`src/rtl/mbox_pkg.sv`:
```
// Shared constants and types for the command mailbox.
// Assumes byte addressing, word-aligned registers, and buffer bases
// aligned to the buffer size in bytes.
package mbox_pkg;
    localparam int MBOX_DATA_W = 32;
    localparam int MBOX_ADDR_W = 8;
    localparam int MBOX_WORDS  = 4;

    localparam logic [7:0] OFS_CMD  = 8'h00;
    localparam logic [7:0] OFS_STAT = 8'h04;
    localparam logic [7:0] OFS_SPTR = 8'h08;
    localparam logic [7:0] OFS_DPTR = 8'h0C;
    localparam logic [7:0] OFS_WBUF = 8'h80;

    // Command word fields
    localparam int CMD_IOC_BIT = 8;
    localparam int CMD_SUB_LSB = 12;
    localparam int CMD_SUB_W   = 4;

    typedef enum logic [2:0] {
        RG_CMD,
        RG_STAT,
        RG_SPTR,
        RG_DPTR,
        RG_WBUF,
        RG_RBUF,
        RG_NONE
    } mbox_region_e;
endpackage

```
`src/rtl/mbox_decode.sv`:
```
// Address decoder: maps a host byte address to a register region and a
// buffer word index. Misaligned addresses fall into RG_NONE.
// Assumes the input buffer base is aligned to WORDS*4 bytes and the result
// buffer directly follows it.
module mbox_decode
    import mbox_pkg::*;
#(
    parameter int ADDR_W = MBOX_ADDR_W,
    parameter int WORDS  = MBOX_WORDS,
    localparam int IDX_W = $clog2(WORDS)
) (
    input  logic [ADDR_W-1:0] addr,
    output mbox_region_e      region,
    output logic [IDX_W-1:0]  idx
);
    localparam logic [ADDR_W-1:0] WB_LO = ADDR_W'(OFS_WBUF);
    localparam logic [ADDR_W-1:0] RB_LO = ADDR_W'(OFS_WBUF + 4*WORDS);
    localparam logic [ADDR_W-1:0] RB_HI = ADDR_W'(OFS_WBUF + 8*WORDS);

    // Region select from the full address
    always_comb begin
        region = RG_NONE;
        if (addr[1:0] == 2'b00) begin
            if      (addr == ADDR_W'(OFS_CMD))  region = RG_CMD;
            else if (addr == ADDR_W'(OFS_STAT)) region = RG_STAT;
            else if (addr == ADDR_W'(OFS_SPTR)) region = RG_SPTR;
            else if (addr == ADDR_W'(OFS_DPTR)) region = RG_DPTR;
            else if (addr >= WB_LO && addr < RB_LO) region = RG_WBUF;
            else if (addr >= RB_LO && addr < RB_HI) region = RG_RBUF;
        end
    end

    // Word index within either buffer
    assign idx = addr[IDX_W+1:2];
endmodule

```
`src/rtl/mbox_status.sv`:
```
// Command handshake: accepts a command while idle, rings the doorbell,
// holds busy until the controller completes, records error, code, sub-id
// and a sticky overrun flag, and raises the completion interrupt.
// Assumes cmd_wr is already qualified by a full-word write to the command
// offset.
module mbox_status
    import mbox_pkg::*;
#(
    parameter int         DATA_W       = MBOX_DATA_W,
    parameter logic [7:0] INITIATOR_ID = 8'h5A
) (
    input  logic              clk,
    input  logic              rst_n,
    input  logic              cmd_wr,
    input  logic [DATA_W-1:0] cmd_wdata,
    input  logic              ctl_done,
    input  logic              ctl_err,
    input  logic [7:0]        ctl_err_code,
    output logic              busy,
    output logic [DATA_W-1:0] status_word,
    output logic              db_pulse,
    output logic [DATA_W-1:0] db_cmd,
    output logic              host_irq
);
    logic                 err_q;
    logic [7:0]           code_q;
    logic [CMD_SUB_W-1:0] sub_q;
    logic                 ioc_q;
    logic                 ovr_q;
    logic                 accept;
    logic                 finish;

    assign accept = cmd_wr && !busy;
    assign finish = ctl_done && busy;

    // Handshake state and latched command fields
    always_ff @(posedge clk) begin
        if (!rst_n) begin
            busy     <= 1'b0;
            err_q    <= 1'b0;
            code_q   <= '0;
            sub_q    <= '0;
            ioc_q    <= 1'b0;
            ovr_q    <= 1'b0;
            db_pulse <= 1'b0;
            db_cmd   <= '0;
            host_irq <= 1'b0;
        end else begin
            db_pulse <= accept;
            host_irq <= finish && ioc_q;
            if (cmd_wr && busy) begin
                ovr_q <= 1'b1;
            end
            if (accept) begin
                busy   <= 1'b1;
                err_q  <= 1'b0;
                code_q <= '0;
                sub_q  <= cmd_wdata[CMD_SUB_LSB +: CMD_SUB_W];
                ioc_q  <= cmd_wdata[CMD_IOC_BIT];
                db_cmd <= cmd_wdata;
            end else if (finish) begin
                busy   <= 1'b0;
                err_q  <= ctl_err;
                code_q <= ctl_err_code;
            end
        end
    end

    // Status word assembly: code, initiator, sub-id, overrun, error, busy
    assign status_word = {8'h00, code_q, INITIATOR_ID, sub_q, 1'b0, ovr_q, err_q, busy};

    AST_DB_SINGLE: assert property (@(posedge clk) disable iff (!rst_n) db_pulse |=> !db_pulse);
    AST_DB_BUSY: assert property (@(posedge clk) disable iff (!rst_n) db_pulse |-> busy);
    AST_DONE_CLEARS: assert property (@(posedge clk) disable iff (!rst_n) (busy && ctl_done) |=> !busy);
    AST_IRQ_CAUSE: assert property (@(posedge clk) disable iff (!rst_n) host_irq |-> $past(busy && ctl_done));
    AST_OVR_STICKY: assert property (@(posedge clk) disable iff (!rst_n) ovr_q |=> ovr_q);
    AST_IDLE_DONE_NOP: assert property (@(posedge clk) disable iff (!rst_n) (!busy && ctl_done && !cmd_wr) |=> ($stable(err_q) && $stable(code_q) && !host_irq));
endmodule

```
`src/rtl/mbox_store.sv`:
```
// Data storage: input words and pointers written by the host while idle,
// result words written by the controller while busy. Provides host and
// controller read views. Assumes host write strobes are full-word already.
module mbox_store
    import mbox_pkg::*;
#(
    parameter int DATA_W = MBOX_DATA_W,
    parameter int WORDS  = MBOX_WORDS,
    localparam int IDX_W = $clog2(WORDS)
) (
    input  logic              clk,
    input  logic              rst_n,
    input  logic              busy,
    input  logic              wr_full,
    input  mbox_region_e      region,
    input  logic [IDX_W-1:0]  host_idx,
    input  logic [DATA_W-1:0] host_wdata,
    input  logic [IDX_W-1:0]  ctl_wbuf_idx,
    input  logic              ctl_rbuf_we,
    input  logic [IDX_W-1:0]  ctl_rbuf_idx,
    input  logic [DATA_W-1:0] ctl_rbuf_data,
    output logic [DATA_W-1:0] host_wbuf_rd,
    output logic [DATA_W-1:0] host_rbuf_rd,
    output logic [DATA_W-1:0] ctl_wbuf_data,
    output logic [DATA_W-1:0] sptr,
    output logic [DATA_W-1:0] dptr
);
    logic [DATA_W-1:0] wbuf_q [WORDS];
    logic [DATA_W-1:0] rbuf_q [WORDS];
    logic              host_ok;

    assign host_ok = wr_full && !busy;

    // Pointer registers, locked while busy
    always_ff @(posedge clk) begin
        if (!rst_n) begin
            sptr <= '0;
            dptr <= '0;
        end else if (host_ok) begin
            if (region == RG_SPTR) sptr <= host_wdata;
            if (region == RG_DPTR) dptr <= host_wdata;
        end
    end

    for (genvar g = 0; g < WORDS; g++) begin : g_word
        // Input word g, host-written while idle
        always_ff @(posedge clk) begin
            if (!rst_n) begin
                wbuf_q[g] <= '0;
            end else if (host_ok && region == RG_WBUF && host_idx == IDX_W'(g)) begin
                wbuf_q[g] <= host_wdata;
            end
        end

        // Result word g, controller-written while busy
        always_ff @(posedge clk) begin
            if (!rst_n) begin
                rbuf_q[g] <= '0;
            end else if (busy && ctl_rbuf_we && ctl_rbuf_idx == IDX_W'(g)) begin
                rbuf_q[g] <= ctl_rbuf_data;
            end
        end

        AST_WBUF_LOCK: assert property (@(posedge clk) disable iff (!rst_n) busy |=> $stable(wbuf_q[g]));
        AST_RBUF_IDLE: assert property (@(posedge clk) disable iff (!rst_n) !busy |=> $stable(rbuf_q[g]));
    end

    // Read views for host and controller
    assign host_wbuf_rd  = wbuf_q[host_idx];
    assign host_rbuf_rd  = rbuf_q[host_idx];
    assign ctl_wbuf_data = wbuf_q[ctl_wbuf_idx];
endmodule

```
`src/rtl/mbox_doorbell_regs.sv`:
```
// Top of the command mailbox: decodes host accesses, qualifies full-word
// writes, and joins the handshake and storage units; host reads are
// combinational. Assumes a word-only host bus with a one-cycle request.
module mbox_doorbell_regs
    import mbox_pkg::*;
#(
    parameter int         DATA_W       = MBOX_DATA_W,
    parameter int         ADDR_W       = MBOX_ADDR_W,
    parameter int         WORDS        = MBOX_WORDS,
    parameter logic [7:0] INITIATOR_ID = 8'h5A,
    localparam int        IDX_W        = $clog2(WORDS),
    localparam int        BE_W         = DATA_W / 8
) (
    input  logic              clk,
    input  logic              rst_n,
    input  logic              hb_req,
    input  logic              hb_we,
    input  logic [ADDR_W-1:0] hb_addr,
    input  logic [DATA_W-1:0] hb_wdata,
    input  logic [BE_W-1:0]   hb_be,
    output logic [DATA_W-1:0] hb_rdata,
    output logic              host_irq,
    output logic              db_pulse,
    output logic [DATA_W-1:0] db_cmd,
    input  logic [IDX_W-1:0]  ctl_wbuf_idx,
    output logic [DATA_W-1:0] ctl_wbuf_data,
    output logic [DATA_W-1:0] ctl_sptr,
    output logic [DATA_W-1:0] ctl_dptr,
    input  logic              ctl_rbuf_we,
    input  logic [IDX_W-1:0]  ctl_rbuf_idx,
    input  logic [DATA_W-1:0] ctl_rbuf_data,
    input  logic              ctl_done,
    input  logic              ctl_err,
    input  logic [7:0]        ctl_err_code
);
    mbox_region_e      region;
    logic [IDX_W-1:0]  idx;
    logic              wr_full;
    logic              busy;
    logic [DATA_W-1:0] status_word;
    logic [DATA_W-1:0] wbuf_rd;
    logic [DATA_W-1:0] rbuf_rd;

    // Only whole-word writes are qualified
    assign wr_full = hb_req && hb_we && (hb_be == '1);

    mbox_decode #(.ADDR_W(ADDR_W), .WORDS(WORDS)) u_decode (
        .addr   (hb_addr),
        .region (region),
        .idx    (idx)
    );

    mbox_status #(.DATA_W(DATA_W), .INITIATOR_ID(INITIATOR_ID)) u_status (
        .clk          (clk),
        .rst_n        (rst_n),
        .cmd_wr       (wr_full && region == RG_CMD),
        .cmd_wdata    (hb_wdata),
        .ctl_done     (ctl_done),
        .ctl_err      (ctl_err),
        .ctl_err_code (ctl_err_code),
        .busy         (busy),
        .status_word  (status_word),
        .db_pulse     (db_pulse),
        .db_cmd       (db_cmd),
        .host_irq     (host_irq)
    );

    mbox_store #(.DATA_W(DATA_W), .WORDS(WORDS)) u_store (
        .clk           (clk),
        .rst_n         (rst_n),
        .busy          (busy),
        .wr_full       (wr_full),
        .region        (region),
        .host_idx      (idx),
        .host_wdata    (hb_wdata),
        .ctl_wbuf_idx  (ctl_wbuf_idx),
        .ctl_rbuf_we   (ctl_rbuf_we),
        .ctl_rbuf_idx  (ctl_rbuf_idx),
        .ctl_rbuf_data (ctl_rbuf_data),
        .host_wbuf_rd  (wbuf_rd),
        .host_rbuf_rd  (rbuf_rd),
        .ctl_wbuf_data (ctl_wbuf_data),
        .sptr          (ctl_sptr),
        .dptr          (ctl_dptr)
    );

    // Host read mux; command word and unmapped space read as zero
    always_comb begin
        hb_rdata = '0;
        if (hb_req && !hb_we) begin
            unique case (region)
                RG_STAT: hb_rdata = status_word;
                RG_SPTR: hb_rdata = ctl_sptr;
                RG_DPTR: hb_rdata = ctl_dptr;
                RG_WBUF: hb_rdata = wbuf_rd;
                RG_RBUF: hb_rdata = rbuf_rd;
                default: hb_rdata = '0;
            endcase
        end
    end

    AST_RD_IDLE_ZERO: assert property (@(posedge clk) disable iff (!rst_n) !hb_req |-> (hb_rdata == '0));
endmodule

```
`config.mk`:
```
export PLATFORM = sky130hd
export DESIGN_NAME = mbox_doorbell_regs
export DESIGN_NICKNAME = d
export VERILOG_FILES = /design/src/rtl/mbox_pkg.sv /design/src/rtl/mbox_decode.sv /design/src/rtl/mbox_status.sv /design/src/rtl/mbox_store.sv /design/src/rtl/mbox_doorbell_regs.sv
export SDC_FILE = /design/constraint.sdc
export NUM_CORES = 1
export LEC_CHECK = 0
export ABC_AREA = 1
export BUFFER_PORTS_ARGS = -buffer_cell sky130_fd_sc_hd__buf_4
export CAP_MARGIN = 20
export CORE_ASPECT_RATIO = 0.8
export CORE_MARGIN = 2
export CORE_UTILIZATION = 45
export CTS_BUF_LIST = sky130_fd_sc_hd__clkbuf_8
export CTS_CLUSTER_SIZE = 25
export DETAILED_ROUTE_END_ITERATION = 10
export PLACE_DENSITY = 0.68
export SLEW_MARGIN = 5
export SYNTH_ARGS = -nofsm -noshare
export SYNTH_HDL_FRONTEND = slang
export SYNTH_SLANG_ARGS = --single-unit
```
`constraint.sdc`:
```
create_clock -name clk -period 5.5 [get_ports clk]
set_input_delay 1.65 -clock clk [delete_from_list [all_inputs] [get_ports clk]]
set_output_delay 1.65 -clock clk [all_outputs]
set_load 0.05 [all_outputs]
```
==> results of run 1 <==
-- where the power goes --
group,leakage (nW),switching [W],internal [W]
sequential,3.41,0.0000347,0.00301
combinational,4.40,0.000410,0.000161
clock,0.679,0.00110,0.00119
-- cell usage after synthesis (2+ instances only) --
| library cell | n | area [sq um] |
|---|---|---|
| buf_6 | 10 | 112.6 |
| o22ai_1 | 33 | 206.5 |
| nor2_1 | 391 | 1468 |
| edfxtp_1 | 256 | 7687 |
| clkbuf_1 | 67 | 251.5 |
| o21ai_0 | 188 | 940.9 |
| nand4_1 | 96 | 600.6 |
| a22oi_1 | 50 | 375.4 |
| inv_2 | 3 | 11.26 |
| nand3_2 | 2 | 20.02 |
| a21oi_1 | 91 | 455.4 |
| o31ai_1 | 4 | 30.03 |
| clkinv_1 | 2 | 7.510 |
| buf_2 | 37 | 185.2 |
| nand2_2 | 6 | 37.54 |
| nor2_2 | 4 | 25.02 |
| buf_1 | 11 | 41.29 |
| nand3_1 | 56 | 280.3 |
| nand4_4 | 4 | 85.08 |
| nor2_4 | 4 | 45.04 |
| nand2_1 | 295 | 1107 |
| buf_4 | 9 | 67.56 |
| inv_1 | 147 | 551.8 |
| dfxtp_1 | 109 | 2182 |
-- per-stage QoR --
stage / total power (W) / hold slack, ps
after floorplan: 0.003404 / 429.1
after global placement: 0.003657 / 452.8
after detailed placement: 0.003667 / 456.9
after CTS: 0.005917 / 464.9
after global routing: 0.006077 / 481.2
final: 0.005909 / 466.6
-- layout by cell type (no fill, tap or decap), types with 2 or more instances in the layout --
master    instances
clkinv_1         11
nand4_1          96
edfxtp_1        256
o31ai_4           4
buf_4           298
o21ai_2           4
buf_12           10
nand2_2           6
nand3_1          56
a21oi_1          89
nand2_1         295
o22ai_1          33
inv_1           165
clkbuf_8         72
nor2_2            3
o21ai_0         179
a22oi_1          50
nand3_2           2
a21oi_2           3
nand4_4           4
nor2_4            7
dfxtp_1         109
inv_2             6
o21ai_1           6
clkinv_2          5
nor2_1          389
-- worst min-delay path: stages (launching register included) --
cell and delay (ps):
dfxtp_1 310, nand2_1 60, a21oi_1 50
-- kinds of logic (layout without fill, tap and decap cells) --
logic type / count (synthesis) / in the layout
and+or+nand+nor: 861 / 861
AOI/OAI and AO/OA: 369 / 369
DFF: 365 / 365
buffers and inverters: 287 / 571
-- final timing paths --
path | startpoint | endpoint | slack (ps) | cells past startpoint
worst min register to register | u_status.code_q[7]$_SDFFE_PP0P_ | u_status.code_q[7]$_SDFFE_PP0P_ | 470 | 2
worst min-delay path | u_status.code_q[7]$_SDFFE_PP0P_ | u_status.code_q[7]$_SDFFE_PP0P_ | 470 | 2
worst max-delay path | hb_addr[6] | hb_rdata[26] | 30 | 14
worst max register to register | u_status.busy$_SDFFE_PN0P_ | u_store.rbuf_q[2][11]$_SDFFCE_PN0P_ | 2720 | 5
-- layer usage --
layer	vias to the layer above	GRT usage
met5	-	0
met3	139	0.08265
met2	999	0.4544
met1	7391	0.4355
met4	0	0.1091
li1	6888	-
-- sequential cells by signal (all words and copies together), names as in the netlist --
signal and count:
u_status.ovr_q 1, u_status.err_q 1, u_status.host_irq 1, u_status.db_cmd 29, u_status.sub_q 3, u_status.busy 1, u_store.wbuf_q 128, u_store.sptr 32
u_store.dptr 32, u_status.code_q 8, u_store.rbuf_q 128, u_status.db_pulse 1
-- final cells by class --
class	count	share of cell area
sequential	365	0.4819
tap	487	0.02975
timing repair buffer	308	0.1190
clock inverter	39	0.008614
clock buffer	72	0.04838
multi-input combinational	1230	0.2845
inverter	152	0.02786
-- what timing repair did --
item                       in CTS  in global routing
setup endpoints to repair       5                 13
resized for setup               3                  7
pin swaps                       0                  0
==> impl_metrics.csv, run 1 <==
group,metric,value,unit
run_status,status,"finished clean",
clock_tree,cts_buffer_depth,3,
worst_setup_path,required,3850,ps
clock_tree,clkTransAtPathRegs,60,ps
logic_synthesis,ys_seq_elements,365,
logic_synthesis,synthAdderAreaFrac,0,
global_routing,antenna_found_initial,0,
global_routing,grt_util_all_layers,0.3076,
floorplanning,core,0.03697,sq mm
finish,layout-drive-gt1-share,0.1981,
drt,vias_per_cell,5.811,
global_routing,grt_pass1_wl,89400,um
drt,top_layer_used,"met4",
global_routing,grt_pass1_vias,14500,
place,dp_hpwl,41320,um
finish,regArea,0.009869,sq mm
drt,avgRoutedWirePerCell,22.88,um
timing,slew_headroom,0.3698,
timing,rsz0062_at_grt,"no",
drt,wl_met3,7779,um
worst_hold_path,min_path_type,"reg2reg",
drt,met2WireLength,26350,um
timing,drv_slew,0,
logic_synthesis,synthSimpleGateAreaFrac,0.2199,
clock_tree,clock_sinks,365,
timing,fin_worst_skew,22.63,ps
logic_synthesis,synth_edf_count,256,
drt,postRouteAntennaNets,0,
worst_setup_path,cp.buffers_inverters,7,
clock_tree,root_buffer,"clkbuf_8",
timing,setup_viol,0,
drt,drt_wl_total,60690,um
clock_tree,insertion_delay,620,ps
logic_synthesis,syn_inst,1882,
finish,num_antenna_cells,0,
logic_synthesis,syn_area_per_cell,8.944,sq um
logic_synthesis,synth-async-reset-ratio,0,
place,place_inst,2541,
run,drv_cap,0,
finish,area_delta_synth_final,21.68,%
worst_setup_path,critPathArrivalTime,3820,ps
drt,drt-initial-drc-count,1932,
timing,clock.fmax,182.8,MHz
worst_setup_path,crit_slowest_cell,"o21ai_0",
timing,tns,0,ps
logic_synthesis,ys.flop_type,"edfxtp_1",
timing,period_share,0.9946,
timing,hold_violations,0,
clock_tree,cts.htree.levels,2,
floorplanning,die_w,220.2,um
timing,timing.final.crit_period,5470,ps
place,gp_congestion,0.9931,
worst_setup_path,path_max_fanout,15,
clock_tree,cts_inserted_buffers,59,
logic_synthesis,ys_warn_count,0,
clock_tree,cts_setup_buffers,0,
drt,met1_length,24450,um
finish,layoutNonFillerInstCount,2653,
place,dp_slack,-83.57,ps
finish,multi_input_area,0.005827,sq mm
drt,vias,15420,
worst_setup_path,cp-end-kind,"primary output",
worst_setup_path,crit_top_cell,"buf_4",
finish,utilization,0.5540,
floorplanning,pin_count,257,
worst_setup_path,path_cells,"buf_4, nor2_1, buf_4, nand2_1, inv_2, nand3_1, buf_4, buf_4, o21ai_0, inv_1, nand2_1, nor2_1, nor2_1, buf_4",
worst_setup_path,cpPeakStageDelay,380,ps
worst_setup_path,critical-path-top-delay-family,"buffers and inverters",
timing,worst_pin_slew,944.0,ps
finish,final_area,0.02048,sq mm
clock_tree,cts_tree,"done",
place,io_buffers,256,
floorplanning,die_h,177.0,um
power_and_ir_drop,power.leakage,8.494,nW
logic_synthesis,synth_compound_area_frac,0.1205,
logic_synthesis,synth_top_family_by_area,"simple AND/OR/NAND/NOR gates",
worst_setup_path,crit_type,"in2out",
finish,nets,2211,
global_routing,grt-ovfl-total,0,
finish,nFillCells,3217,
clock_tree,holdBufCountCts,0,
logic_synthesis,yosysUniqueCellTypes,31,
worst_setup_path,start_kind,"input port",
floorplanning,rows,63,
drt,drt_drc_violations_left,0,
floorplanning,start_util,0.4553,
power_and_ir_drop,irDropWorstVdd,0.1757,mV
power_and_ir_drop,powerDensity,288.5,mW/mm^2
logic_synthesis,synthXorXnorAreaFrac,0,
timing,setup_slack,29.95,ps
logic_synthesis,yosysSeqAreaShare,0.5863,
drt,dr.pass1.iters,6,
floorplanning,die_area,0.03898,sq mm
global_routing,grt_max_degree,65,
logic_synthesis,synth_nets,1977,
logic_synthesis,synth_mux_area_frac,0,
place,placed_area,0.01928,sq mm
logic_synthesis,syn_area,0.01683,sq mm
Power figures use the tool's default switching activity.
==> run 2: changes to the inputs <==
Settings changed: BUFFER_PORTS_ARGS -buffer_cell sky130_fd_sc_hd__buf_4 to not set, DONT_BUFFER_PORTS set to 1, PLACE_DENSITY 0.68 to not set.
==> run 2 against run 1 <==
Sequential share of layout area rose by 3.6 points. Count of clock-buffer cells in the layout shrank 4. Flip-flop and latch count did not move. Utilization decreased by 3.9 points. Via count shrank 6.1%. Combinational power decreased by 17%. Sequential power hardly changed. Worst setup slack better by 120 ps. Global-route usage decreased by 0.11 points.
==> impl_metrics.csv, run 2 (same netlist as run 1, synthesis figures left out) <==
group,metric,value,unit
timing,fin_worst_skew,19.47,ps
worst_setup_path,r2r_cells,5,
finish,num_antenna_cells,0,
drt,postRouteAntennaNets,0,
finish,layout-drive-gt1-share,0.1164,
floorplanning,die_h,177.0,um
clock_tree,root_buffer,"clkbuf_8",
floorplanning,die_area,0.03898,sq mm
global_routing,grt_max_degree,115,
floorplanning,core,0.03697,sq mm
finish,area_delta_synth_final,13.16,%
timing,hold_violations,0,
finish,final_common_cell,"nor2_1",
run_status,status,"finished clean",
timing,clock.fmax,186.8,MHz
clock_tree,cts_resized,0,
timing,slew_headroom,0.3902,
drt,dr.pass1.iters,7,
drt,drt-initial-drc-count,1671,
global_routing,antenna_found_initial,0,
worst_setup_path,crit_top_cell,"nor2_1",
run,drv_cap,0,
worst_setup_path,cpPeakStageDelay,350,ps
place,dp_hpwl,40150,um
drt,vias_per_cell,5.875,
floorplanning,rows,63,
clock_tree,holdBufCountCts,0,
finish,nets,2020,
timing,rsz0062_at_grt,"no",
power_and_ir_drop,power.leakage,7.506,nW
drt,drt_drc_violations_left,0,
drt,drt_wl_total,59640,um
drt,avgRoutedWirePerCell,24.22,um
timing,timing.final.crit_period,5353,ps
worst_setup_path,critical_path_cell_count,11,
clock_tree,cts.htree.levels,2,
drt,vias,14470,
worst_setup_path,cp-end-kind,"primary output",
worst_setup_path,cp.buffers_inverters,2,
worst_setup_path,required,3850,ps
worst_setup_path,start_kind,"input port",
floorplanning,die_w,220.2,um
finish,mostFrequentLayoutCells,"389 x nor2_1, 295 x nand2_1, 256 x edfxtp_1, 185 x o21ai_0, 168 x inv_1",
worst_setup_path,critical-path-top-delay-family,"simple AND/OR/NAND/NOR gates",
place,gp_congestion,0.9200,
timing,tns,0,ps
worst_setup_path,critPathArrivalTime,3700,ps
clock_tree,cts_buffer_depth,3,
worst_setup_path,path_cells,"nor2_1, nand3_2, nand3_2, nand2_1, nor2_4, buf_4, nand4_1, nand2_1, nor2_1, nor2_1, buf_4",
place,io_buffers,0,
power_and_ir_drop,irDropWorstVdd,0.2293,mV
timing,worst_pin_slew,909.1,ps
timing,setup_slack,146.8,ps
clock_tree,cts_setup_buffers,0,
clock_tree,insertion_delay,620,ps
timing,period_share,0.9733,
worst_hold_path,hold-path-cell-count,2,
clock_tree,cts_inserted_buffers,59,
global_routing,grt_pass1_vias,13740,
floorplanning,pin_count,257,
power_and_ir_drop,powerDensity,301.0,mW/mm^2
finish,largestRegisters,"u_store.rbuf_q: 128 flops, u_store.wbuf_q: 128 flops",
timing,drv_slew,0,
timing,setup_viol,0,
worst_setup_path,path_max_fanout,21,
global_routing,grt-ovfl-total,0,
floorplanning,start_util,0.4553,
global_routing,grt_pass1_wl,88060,um
global_routing,grt_util_all_layers,0.3065,
place,dp_slack,217.9,ps
worst_setup_path,crit_type,"in2out",
clock_tree,clock_sinks,365,
clock_tree,cts_tree,"done",
clock_tree,clkTransAtPathRegs,70,ps
worst_hold_path,min_path_type,"reg2reg",
worst_setup_path,crit_slowest_cell,"nor2_1",
run 2: final cells by class:
cell class	count	area, sq um
clock buffer	68	935.9
timing repair buffer	117	1066
tap	487	609.3
sequential	365	9869
fill	3426	17920
clock inverter	44	181.4
inverter	152	570.5
multi-input combinational	1230	5814
run 2: tightest hold or removal path: cells and delay by family (launching register included):
kind                   cells  cell delay, ps
AO/OA/AOI/OAI              1              50
flip-flops                 1             310
buffers and inverters      1              50
run 2: stage by stage:
| stage | hold WS, ps | cells | area [sq um] | utilization | total power [W] |
|---|---|---|---|---|---|
| after floorplan | 429.1 | 1882 | 16830 | - | 0.003404 |
| after global placement | 445.2 | 2351 | 17930 | 0.4850 | 0.003567 |
| after detailed placement | 448.4 | 2351 | 17930 | 0.4850 | 0.003573 |
| after CTS | 458.0 | 2463 | 19050 | 0.5152 | 0.005753 |
| after global routing | 488.6 | 2463 | 19050 | 0.5152 | 0.005913 |
| final | 457.4 | 2463 | 19050 | 0.5152 | 0.005733 |
run 2: path summary, 6_finish.rpt:
check	from	to	slack (ps)
worst max register to register	u_status.busy$_SDFFE_PN0P_	u_store.rbuf_q[0][28]$_SDFFCE_PN0P_	2610
worst max-delay path	hb_addr[6]	hb_rdata[5]	150
worst min-delay path	u_status.ovr_q$_SDFFE_PN0P_	u_status.ovr_q$_SDFFE_PN0P_	460
worst min register to register	u_status.ovr_q$_SDFFE_PN0P_	u_status.ovr_q$_SDFFE_PN0P_	460
run 2: per-layer routing:
metal / GRT usage / part of all wire / vias to the layer above
li1: - / - / 6506
met1: 0.4300 / 0.41 / 6953
met2: 0.4440 / 0.43 / 897
met3: 0.09330 / 0.12 / 114
met4: 0.1188 / 0.038 / 0
met5: 0 / 0 / -
run 2: report_power, final:
group	internal, W	switching, W
registers	0.00301	0.0000350
clock network	0.00112	0.00109
logic	0.000116	0.000357
total	0.00425	0.00148
